`src/rtl/gp_timer_pkg.sv`:
```
package gp_timer_pkg;
   localparam logic [7:0] A_CTRL    = 8'h00;
   localparam logic [7:0] A_SNAPREQ = 8'h04;
   localparam logic [7:0] A_SNAPLO  = 8'h08;
   localparam logic [7:0] A_SNAPHI  = 8'h0C;
   localparam logic [7:0] A_STGLO   = 8'h10;
   localparam logic [7:0] A_STGHI   = 8'h14;
   localparam logic [7:0] A_RELOAD  = 8'h18;
   localparam logic [7:0] A_ALMLO   = 8'h1C;
   localparam logic [7:0] A_ALMHI   = 8'h20;
   localparam logic [7:0] A_IRAW    = 8'h24;
   localparam logic [7:0] A_IEN     = 8'h28;
   localparam logic [7:0] A_ICLR    = 8'h2C;

   localparam int B_RUN  = 0;
   localparam int B_UP   = 1;
   localparam int B_ARL  = 2;
   localparam int B_ARM  = 3;
   localparam int B_LVL  = 4;
   localparam int B_CSEL = 5;
   localparam int DIV_LSB = 16;

   typedef struct packed {
      logic run;
      logic up;
      logic arl;
      logic arm;
      logic lvl;
      logic csel;
   } ctrl_t;
endpackage

```
`src/rtl/gp_timer_prescaler.sv`:
```
module gp_timer_prescaler #(
   parameter int DIV_W = 16
) (
   input  logic             clk,
   input  logic             rst_n,
   input  logic             run,
   input  logic             restart,
   input  logic [DIV_W-1:0] div_field,
   output logic             tick
);
   logic [DIV_W-1:0] phase;
   logic [DIV_W-1:0] term;

   if (DIV_W < 2) begin : g_bad_div
      $error("gp_timer_prescaler: DIV_W must be at least 2");
   end

   // Field 0 -> full range, 1 and 2 -> divide by two, else divide by field
   always_comb begin
      if (div_field == '0)
         term = '1;
      else if (div_field <= DIV_W'(2))
         term = DIV_W'(1);
      else
         term = div_field - DIV_W'(1);
   end

   assign tick = run && (phase == term);

   always_ff @(posedge clk or negedge rst_n) begin
      if (!rst_n)
         phase <= '0;
      else if (restart)
         phase <= '0;
      else if (run)
         phase <= tick ? '0 : phase + DIV_W'(1);
   end

   // the smallest divisor is two, so ticks never come back to back
   p_tick_spacing_r1: assert property (@(posedge clk) disable iff (!rst_n)
      tick |=> !tick);

   // a stopped prescaler keeps its phase
   p_phase_frozen_r3: assert property (@(posedge clk) disable iff (!rst_n)
      (!run && !restart) |=> $stable(phase));
endmodule

```
`src/rtl/gp_timer_counter.sv`:
```
module gp_timer_counter #(
   parameter int CNT_W = 64
) (
   input  logic             clk,
   input  logic             rst_n,
   input  logic             tick,
   input  logic             up,
   input  logic             load_go,
   input  logic [CNT_W-1:0] stage_val,
   input  logic             hit,
   input  logic             reload_en,
   output logic [CNT_W-1:0] cnt
);
   logic pend;

   always_ff @(posedge clk or negedge rst_n) begin
      if (!rst_n) begin
         cnt  <= '0;
         pend <= 1'b0;
      end else begin
         if (load_go) begin
            cnt  <= stage_val;
            pend <= 1'b0;
         end else if (tick) begin
            if (pend) begin
               cnt  <= stage_val;
               pend <= 1'b0;
            end else begin
               cnt <= up ? cnt + CNT_W'(1) : cnt - CNT_W'(1);
            end
         end
         if (hit && reload_en && !load_go)
            pend <= 1'b1;
      end
   end

   // without a tick or a software reload the count holds
   p_count_hold_r3: assert property (@(posedge clk) disable iff (!rst_n)
      (!tick && !load_go) |=> cnt == $past(cnt));

   // an up tick adds exactly one
   p_count_up_r2: assert property (@(posedge clk) disable iff (!rst_n)
      (tick && !load_go && !pend && up) |=> cnt == $past(cnt) + CNT_W'(1));

   // a pending auto-reload replaces the step with the staged value
   p_auto_reload_r8: assert property (@(posedge clk) disable iff (!rst_n)
      (tick && pend && !load_go) |=> cnt == $past(stage_val));

   // the reload trigger copies the staged value
   p_sw_load_r5: assert property (@(posedge clk) disable iff (!rst_n)
      load_go |=> cnt == $past(stage_val));
endmodule

```
`src/rtl/gp_timer_alarm.sv`:
```
module gp_timer_alarm #(
   parameter int CNT_W = 64,
   parameter int ALM_W = 54
) (
   input  logic             arm,
   input  logic [CNT_W-1:0] cnt,
   input  logic [ALM_W-1:0] alarm,
   output logic             hit
);
   if (ALM_W > CNT_W) begin : g_bad_alm
      $error("gp_timer_alarm: ALM_W exceeds CNT_W");
   end

   if (ALM_W == CNT_W) begin : g_full
      assign hit = arm && (cnt == alarm);
   end else begin : g_part
      assign hit = arm && (cnt[ALM_W-1:0] == alarm);
   end
endmodule

```
`src/rtl/gp_timer.sv`:
```
module gp_timer
   import gp_timer_pkg::*;
#(
   parameter int CNT_W  = 64,
   parameter int ALM_W  = 54,
   parameter int DIV_W  = 16,
   parameter int ADDR_W = 8,
   parameter int DATA_W = 32
) (
   input  logic              clk,
   input  logic              rst_n,
   input  logic              reg_wr,
   input  logic [ADDR_W-1:0] reg_addr,
   input  logic [DATA_W-1:0] reg_wdata,
   output logic [DATA_W-1:0] reg_rdata,
   output logic              irq
);
   localparam int HI_W     = CNT_W - DATA_W;
   localparam int ALM_HI_W = ALM_W - DATA_W;

   if (DATA_W != 32 || HI_W != DATA_W) begin : g_bad_width
      $error("gp_timer: requires 32-bit data and a 64-bit counter");
   end
   if (ALM_HI_W < 1 || ALM_HI_W > DATA_W) begin : g_bad_alm
      $error("gp_timer: alarm width must lie between the two words");
   end
   if (DIV_W > DATA_W - DIV_LSB || ADDR_W < 6) begin : g_bad_field
      $error("gp_timer: divider field or address too wide/narrow");
   end

   ctrl_t            ctl;
   logic [DIV_W-1:0] div_field;
   logic             snap_req;
   logic [CNT_W-1:0] snap;
   logic [CNT_W-1:0] stage_val;
   logic [ALM_W-1:0] alarm;
   logic             raw, ien;
   logic [CNT_W-1:0] cnt;
   logic             tick, hit;

   logic wr_ctrl, wr_sreq, wr_slo, wr_shi, wr_go, wr_alo, wr_ahi, wr_ien, wr_clr;
   assign wr_ctrl = reg_wr && reg_addr == ADDR_W'(A_CTRL);
   assign wr_sreq = reg_wr && reg_addr == ADDR_W'(A_SNAPREQ);
   assign wr_slo  = reg_wr && reg_addr == ADDR_W'(A_STGLO);
   assign wr_shi  = reg_wr && reg_addr == ADDR_W'(A_STGHI);
   assign wr_go   = reg_wr && reg_addr == ADDR_W'(A_RELOAD);
   assign wr_alo  = reg_wr && reg_addr == ADDR_W'(A_ALMLO);
   assign wr_ahi  = reg_wr && reg_addr == ADDR_W'(A_ALMHI);
   assign wr_ien  = reg_wr && reg_addr == ADDR_W'(A_IEN);
   assign wr_clr  = reg_wr && reg_addr == ADDR_W'(A_ICLR);

   gp_timer_prescaler #(.DIV_W(DIV_W)) u_pre (
      .clk(clk), .rst_n(rst_n), .run(ctl.run), .restart(wr_ctrl),
      .div_field(div_field), .tick(tick));

   gp_timer_counter #(.CNT_W(CNT_W)) u_cnt (
      .clk(clk), .rst_n(rst_n), .tick(tick), .up(ctl.up), .load_go(wr_go),
      .stage_val(stage_val), .hit(hit), .reload_en(ctl.arl), .cnt(cnt));

   gp_timer_alarm #(.CNT_W(CNT_W), .ALM_W(ALM_W)) u_alm (
      .arm(ctl.arm), .cnt(cnt), .alarm(alarm), .hit(hit));

   always_ff @(posedge clk or negedge rst_n) begin
      if (!rst_n) begin
         ctl       <= '0;
         div_field <= '0;
         snap_req  <= 1'b0;
         snap      <= '0;
         stage_val <= '0;
         alarm     <= '0;
         raw       <= 1'b0;
         ien       <= 1'b0;
      end else begin
         if (wr_ctrl) begin
            ctl.run   <= reg_wdata[B_RUN];
            ctl.up    <= reg_wdata[B_UP];
            ctl.arl   <= reg_wdata[B_ARL];
            ctl.arm   <= reg_wdata[B_ARM];
            ctl.lvl   <= reg_wdata[B_LVL];
            ctl.csel  <= reg_wdata[B_CSEL];
            div_field <= reg_wdata[DIV_LSB +: DIV_W];
         end else if (hit) begin
            ctl.arm <= 1'b0;
         end

         if (snap_req) begin
            snap     <= cnt;
            snap_req <= 1'b0;
         end else if (wr_sreq && reg_wdata[0]) begin
            snap_req <= 1'b1;
         end

         if (wr_slo) stage_val[DATA_W-1:0]     <= reg_wdata;
         if (wr_shi) stage_val[CNT_W-1:DATA_W] <= reg_wdata[HI_W-1:0];
         if (wr_alo) alarm[DATA_W-1:0]         <= reg_wdata;
         if (wr_ahi) alarm[ALM_W-1:DATA_W]     <= reg_wdata[ALM_HI_W-1:0];
         if (wr_ien) ien                       <= reg_wdata[0];

         if (hit)
            raw <= 1'b1;
         else if (wr_clr && reg_wdata[0])
            raw <= 1'b0;
      end
   end

   assign irq = raw & ien;

   always_comb begin
      reg_rdata = '0;
      case (reg_addr)
         ADDR_W'(A_CTRL): begin
            reg_rdata[B_RUN]  = ctl.run;
            reg_rdata[B_UP]   = ctl.up;
            reg_rdata[B_ARL]  = ctl.arl;
            reg_rdata[B_ARM]  = ctl.arm;
            reg_rdata[B_LVL]  = ctl.lvl;
            reg_rdata[B_CSEL] = ctl.csel;
            reg_rdata[DIV_LSB +: DIV_W] = div_field;
         end
         ADDR_W'(A_SNAPREQ): reg_rdata[0] = snap_req;
         ADDR_W'(A_SNAPLO):  reg_rdata = snap[DATA_W-1:0];
         ADDR_W'(A_SNAPHI):  reg_rdata = snap[CNT_W-1:DATA_W];
         ADDR_W'(A_STGLO):   reg_rdata = stage_val[DATA_W-1:0];
         ADDR_W'(A_STGHI):   reg_rdata = stage_val[CNT_W-1:DATA_W];
         ADDR_W'(A_ALMLO):   reg_rdata = alarm[DATA_W-1:0];
         ADDR_W'(A_ALMHI):   reg_rdata[ALM_HI_W-1:0] = alarm[ALM_W-1:DATA_W];
         ADDR_W'(A_IRAW):    reg_rdata[0] = raw;
         ADDR_W'(A_IEN):     reg_rdata[0] = ien;
         default:            reg_rdata = '0;
      endcase
   end

   // a pending snapshot completes on the next edge with the live count
   p_snapshot_r4: assert property (@(posedge clk) disable iff (!rst_n)
      snap_req |=> (!snap_req && snap == $past(cnt)));

   // a match latches raw and disarms the alarm
   p_alarm_hit_r7: assert property (@(posedge clk) disable iff (!rst_n)
      (hit && !wr_ctrl) |=> (raw && !ctl.arm));

   // a clear with bit 0 set and no new match drops raw
   p_clear_r10: assert property (@(posedge clk) disable iff (!rst_n)
      (wr_clr && reg_wdata[0] && !hit) |=> !raw);

   // without a match, a clear write with bit 0 low keeps raw
   p_clear_zero_r10: assert property (@(posedge clk) disable iff (!rst_n)
      (wr_clr && !reg_wdata[0] && !hit) |=> raw == $past(raw));
endmodule

```
`config.mk`:
```
export PLATFORM = sky130hd
export DESIGN_NAME = gp_timer
export DESIGN_NICKNAME = d
export VERILOG_FILES = /design/src/rtl/gp_timer_pkg.sv /design/src/rtl/gp_timer_prescaler.sv /design/src/rtl/gp_timer_counter.sv /design/src/rtl/gp_timer_alarm.sv /design/src/rtl/gp_timer.sv
export SDC_FILE = /design/constraint.sdc
export NUM_CORES = 1
export LEC_CHECK = 0
export BUFFER_PORTS_ARGS = -buffer_cell sky130_fd_sc_hd__buf_2
export CAP_MARGIN = 0
export CORE_MARGIN = 2
export CORE_UTILIZATION = 40
export DETAILED_ROUTE_END_ITERATION = 16
export SYNTH_ARGS = -nofsm -noshare
export SYNTH_HDL_FRONTEND = slang
export SYNTH_SLANG_ARGS = --single-unit
```
`constraint.sdc`:
```
create_clock -name clk -period 4.65 [get_ports clk]
set_clock_uncertainty 0.05 [all_clocks]
set_input_delay 0.2325 -clock clk [delete_from_list [all_inputs] [get_ports clk]]
set_output_delay 0.2325 -clock clk [all_outputs]
set_load 0.05 [all_outputs]
```
==> flow_metrics.py <==
metrics = {
    "grt": {
        "grt_pass1_wl_mm": 93.2,
        "grt_pass1_vias": 15000,
        "grt_overflow": 0,
        "antenna_found_initial": 3,
        "grt_use_total_pct": 25.8,
        "grt_max_degree": 111,
    },
    "setup_path": {
        "worst_ep_required_time_ps": 5050,
        "worst-setup-path-type": "flop to flop",
        "cp_top_family": "compound AO/OA/AOI/OAI gates",
        "cp_data_arrival_time_ps": 4680,
        "end_kind": "flop",
        "crit_path_cell_trace": "inv_2 -> fa_1 -> a211oi_1 -> o21ai_0 -> a31oi_1 -> a211o_1 -> a211o_1 -> a21oi_1 -> o21ai_0 -> a2111oi_0 -> o31ai_1",
        "start_kind": "flop",
        "worst-path-buf-inv": 1,
        "cp_slowest_cell": "a2111oi_0",
        "crit_fanout": 31,
        "max_stage_delay_ps": 560,
    },
    "timing": {
        "setup_tns_ps": 0,
        "period_needed_ps": 4280,
        "min_period_over_period_pct": 92.0,
        "relSlewSlack_pct": 20.2,
        "finalMaxSlewViolations": 0,
        "fmax_mhz": 234,
        "worst_slew_pin_slew_ps": 1190,
        "final_hold_viol_count": 0,
        "finalSetupViolCount": 0,
        "rsz0062_at_grt": "no",
    },
    "cts": {
        "clock_sinks": 288,
        "cts_buffers": 31,
        "cts_setup_buffers": 0,
        "cts_hold_buffers": 36,
        "worstSkewPairLatency_ps": 590,
        "cts-root-buf": "clkbuf_16",
        "clkTransAtPathRegs_ps": 70,
        "tritoncts": "done",
        "h-tree-depth": 1,
        "clk_path_buf_depth": 3,
        "post_cts_resize_count": 0,
    },
    "logic_synthesis": {
        "netlist_area_sq_mm": 0.0180,
        "synth-edff-count": 0,
        "yosys-top-cells-area": "dfrtp_1, mux2_2, ha_1",
        "netlist_instances": 1849,
        "synth_top_area_cell": "dfrtp_1",
        "seq_area_frac_synth_pct": 40.1,
        "synth_most_common_cell": "dfrtp_1",
        "synth_common_cells": "dfrtp_1, mux2_2, nand2_1, nor2_1, a21oi_1",
        "ys_warn_count": 0,
        "ys_ff_latch": 288,
        "async_reset_ff_share_pct": 100,
        "synth_top_area_share_pct": 40.1,
        "syn_area_per_cell_sq_um": 9.72,
        "synth.distinct_cells": 74,
        "ys.flop_type": "dfrtp_1",
        "syn-num-nets": 1958,
    },
    "placed_design": {
        "place.port_buffers": 75,
        "hpwl_mm": 43.9,
        "place.gp.congestion": 0.938,
    },
    "power_and_ir_drop": {
        "p_sw_share_pct": 31.0,
        "clkPwrFrac_pct": 36.9,
        "share_comb_of_total_power_pct": 21.8,
        "seqPwrFrac_pct": 41.4,
        "p_per_area_mw_per_mm2": 328,
        "p_leak_nw": 9.31,
        "ir_worst_vdd_mv": 0.287,
        "p_int_mw": 4.61,
        "switchingPower_mw": 2.07,
    },
    "routing": {
        "wl_mm": 60.8,
        "vias_per_cell": 6.14,
        "num_vias": 15500,
        "first_iter_violations": 1491,
        "drc": 0,
        "wl_per_cell_um": 24.1,
        "firstDrtPassIters": 6,
        "ant_nets": 0,
    },
    "layout": {
        "drive_gt1_share_pct": 19.9,
        "fill_cells": 4219,
        "postLayoutCoreUtil_pct": 46.0,
        "syn_to_final_growth_pct": 13.4,
        "num_antenna_cells": 0,
        "fin_nets": 2022,
    },
    "floorplan": {
        "coreArea_sq_mm": 0.0443,
        "initial_core_util_pct": 40.5,
        "fp.dieW_um": 216,
        "ioPinCount": 76,
        "rows": 77,
        "die-area_sq_mm": 0.0466,
        "die_h_um": 216,
    },
    "job": {
        "maxCapViolCount": 0,
    },
    "run_status": {
        "status": "completed",
    },
    "min_path": {
        "hold_class": "primary input to flop",
    },
}
[final timing paths]
path,from,endpoint,slack (ps),depth (start not counted)
worst min-delay path,reg_addr[5],raw$_DFFE_PN0P_,60,4
worst max register to register,ctl[4]$_DFFE_PN0P_,u_cnt.cnt[56]$_DFFE_PN0P_,370,11
min in group asynchronous,rst_n,snap[60]$_DFFE_PN0P_,250,2
worst min register to register,snap[2]$_DFFE_PN0P_,snap[2]$_DFFE_PN0P_,460,1
worst max-delay path,ctl[4]$_DFFE_PN0P_,u_cnt.cnt[56]$_DFFE_PN0P_,370,11
max in group asynchronous,rst_n,alarm[8]$_DFFE_PN0P_,3150,3
[routing by layer]
layer | global-route usage [%] | share of wire, % | routed length [um]
met2 | 41.6 | 46 | 27800
met4 | 7.08 | 3.1 | 1890
met1 | 36.5 | 45 | 27300
met3 | 3.26 | 6.4 | 3870
met5 | 0 | 0.053 | 32
[cell usage in the layout, fill, tap and decap left out, drive strengths merged, types with 36 or more instances in the layout]
master | synthesis | final
buf | 27 | 109
nand3 | 63 | 63
nand2 | 133 | 133
ha | 65 | 65
dfrtp | 288 | 288
o21ai | 71 | 71
xnor2 | 67 | 67
xor2 | 54 | 54
a31oi | 36 | 36
dlygate4sd3 | 0 | 36
a21oi | 126 | 126
nor2 | 133 | 133
a22oi | 84 | 84
a21o | 55 | 55
mux2 | 208 | 208
clkbuf | 87 | 44
[worst min-delay path: cells and delay by family]
family,cells,cell delay (ps)
compound gates,1,110
buf+inv,1,130
simple gates,2,190
[cell families after synthesis]
family | after synthesis | synth area share, %
compound gates | 512 | 19.1
xor+xnor | 121 | 5.90
fa+ha+maj | 66 | 4.64
buf+inv | 136 | 2.99
flops | 288 | 40.1
mux | 215 | 13.4
simple gates | 511 | 13.9
[power groups by stage]
| stage | registers, mW | logic [mW] | clock network (mW) |
|---|---|---|---|
| global placement | 2.80 | 1.40 | 0 |
| global route | 2.77 | 1.60 | 2.60 |
| CTS | 2.76 | 1.44 | 2.51 |
| finish | 2.76 | 1.45 | 2.46 |
| detailed placement | 2.80 | 1.40 | 0 |
| floorplan | 2.74 | 0.972 | 0 |
[flip-flops by register name, summed over array words and instances (netlist names)]
name	cells
ien	1
u_pre.phase	16
div_field	16
stage_val	64
snap	64
u_cnt.cnt	64
ctl	6
raw	1
alarm	54
u_cnt.pend	1
snap_req	1
[cell type report]
cell class                      instances  area, sq um  share of cell area, %
Inverter                               22         82.6                  0.405
Tap cell                              592          741                   3.63
Sequential cell                       288         7210                   35.4
Timing Repair Buffer                  145         1080                   5.28
Clock inverter                         11          121                  0.595
Multi-Input combinational cell       1425        10300                   50.4
Clock buffer                           44          875                   4.29
[metrics by stage]
stage / power [mW] / cells / hold slack, ps / cell area [sq um] / setup WS, ps
3_5_place_dp: 4.21 / 2436 / 317 / 19000 / 422
2_1_floorplan: 3.71 / 1849 / -113 / 18000 / 317
4_1_cts: 6.70 / 2527 / 34.0 / 20400 / 402
3_3_place_gp: 4.20 / 2436 / 326 / 19000 / 522
5_1_grt: 6.98 / 2527 / 76.8 / 20400 / 72.7
6_report: 6.68 / 2527 / 64.8 / 20400 / 372
(Power assumes the default switching activity.)
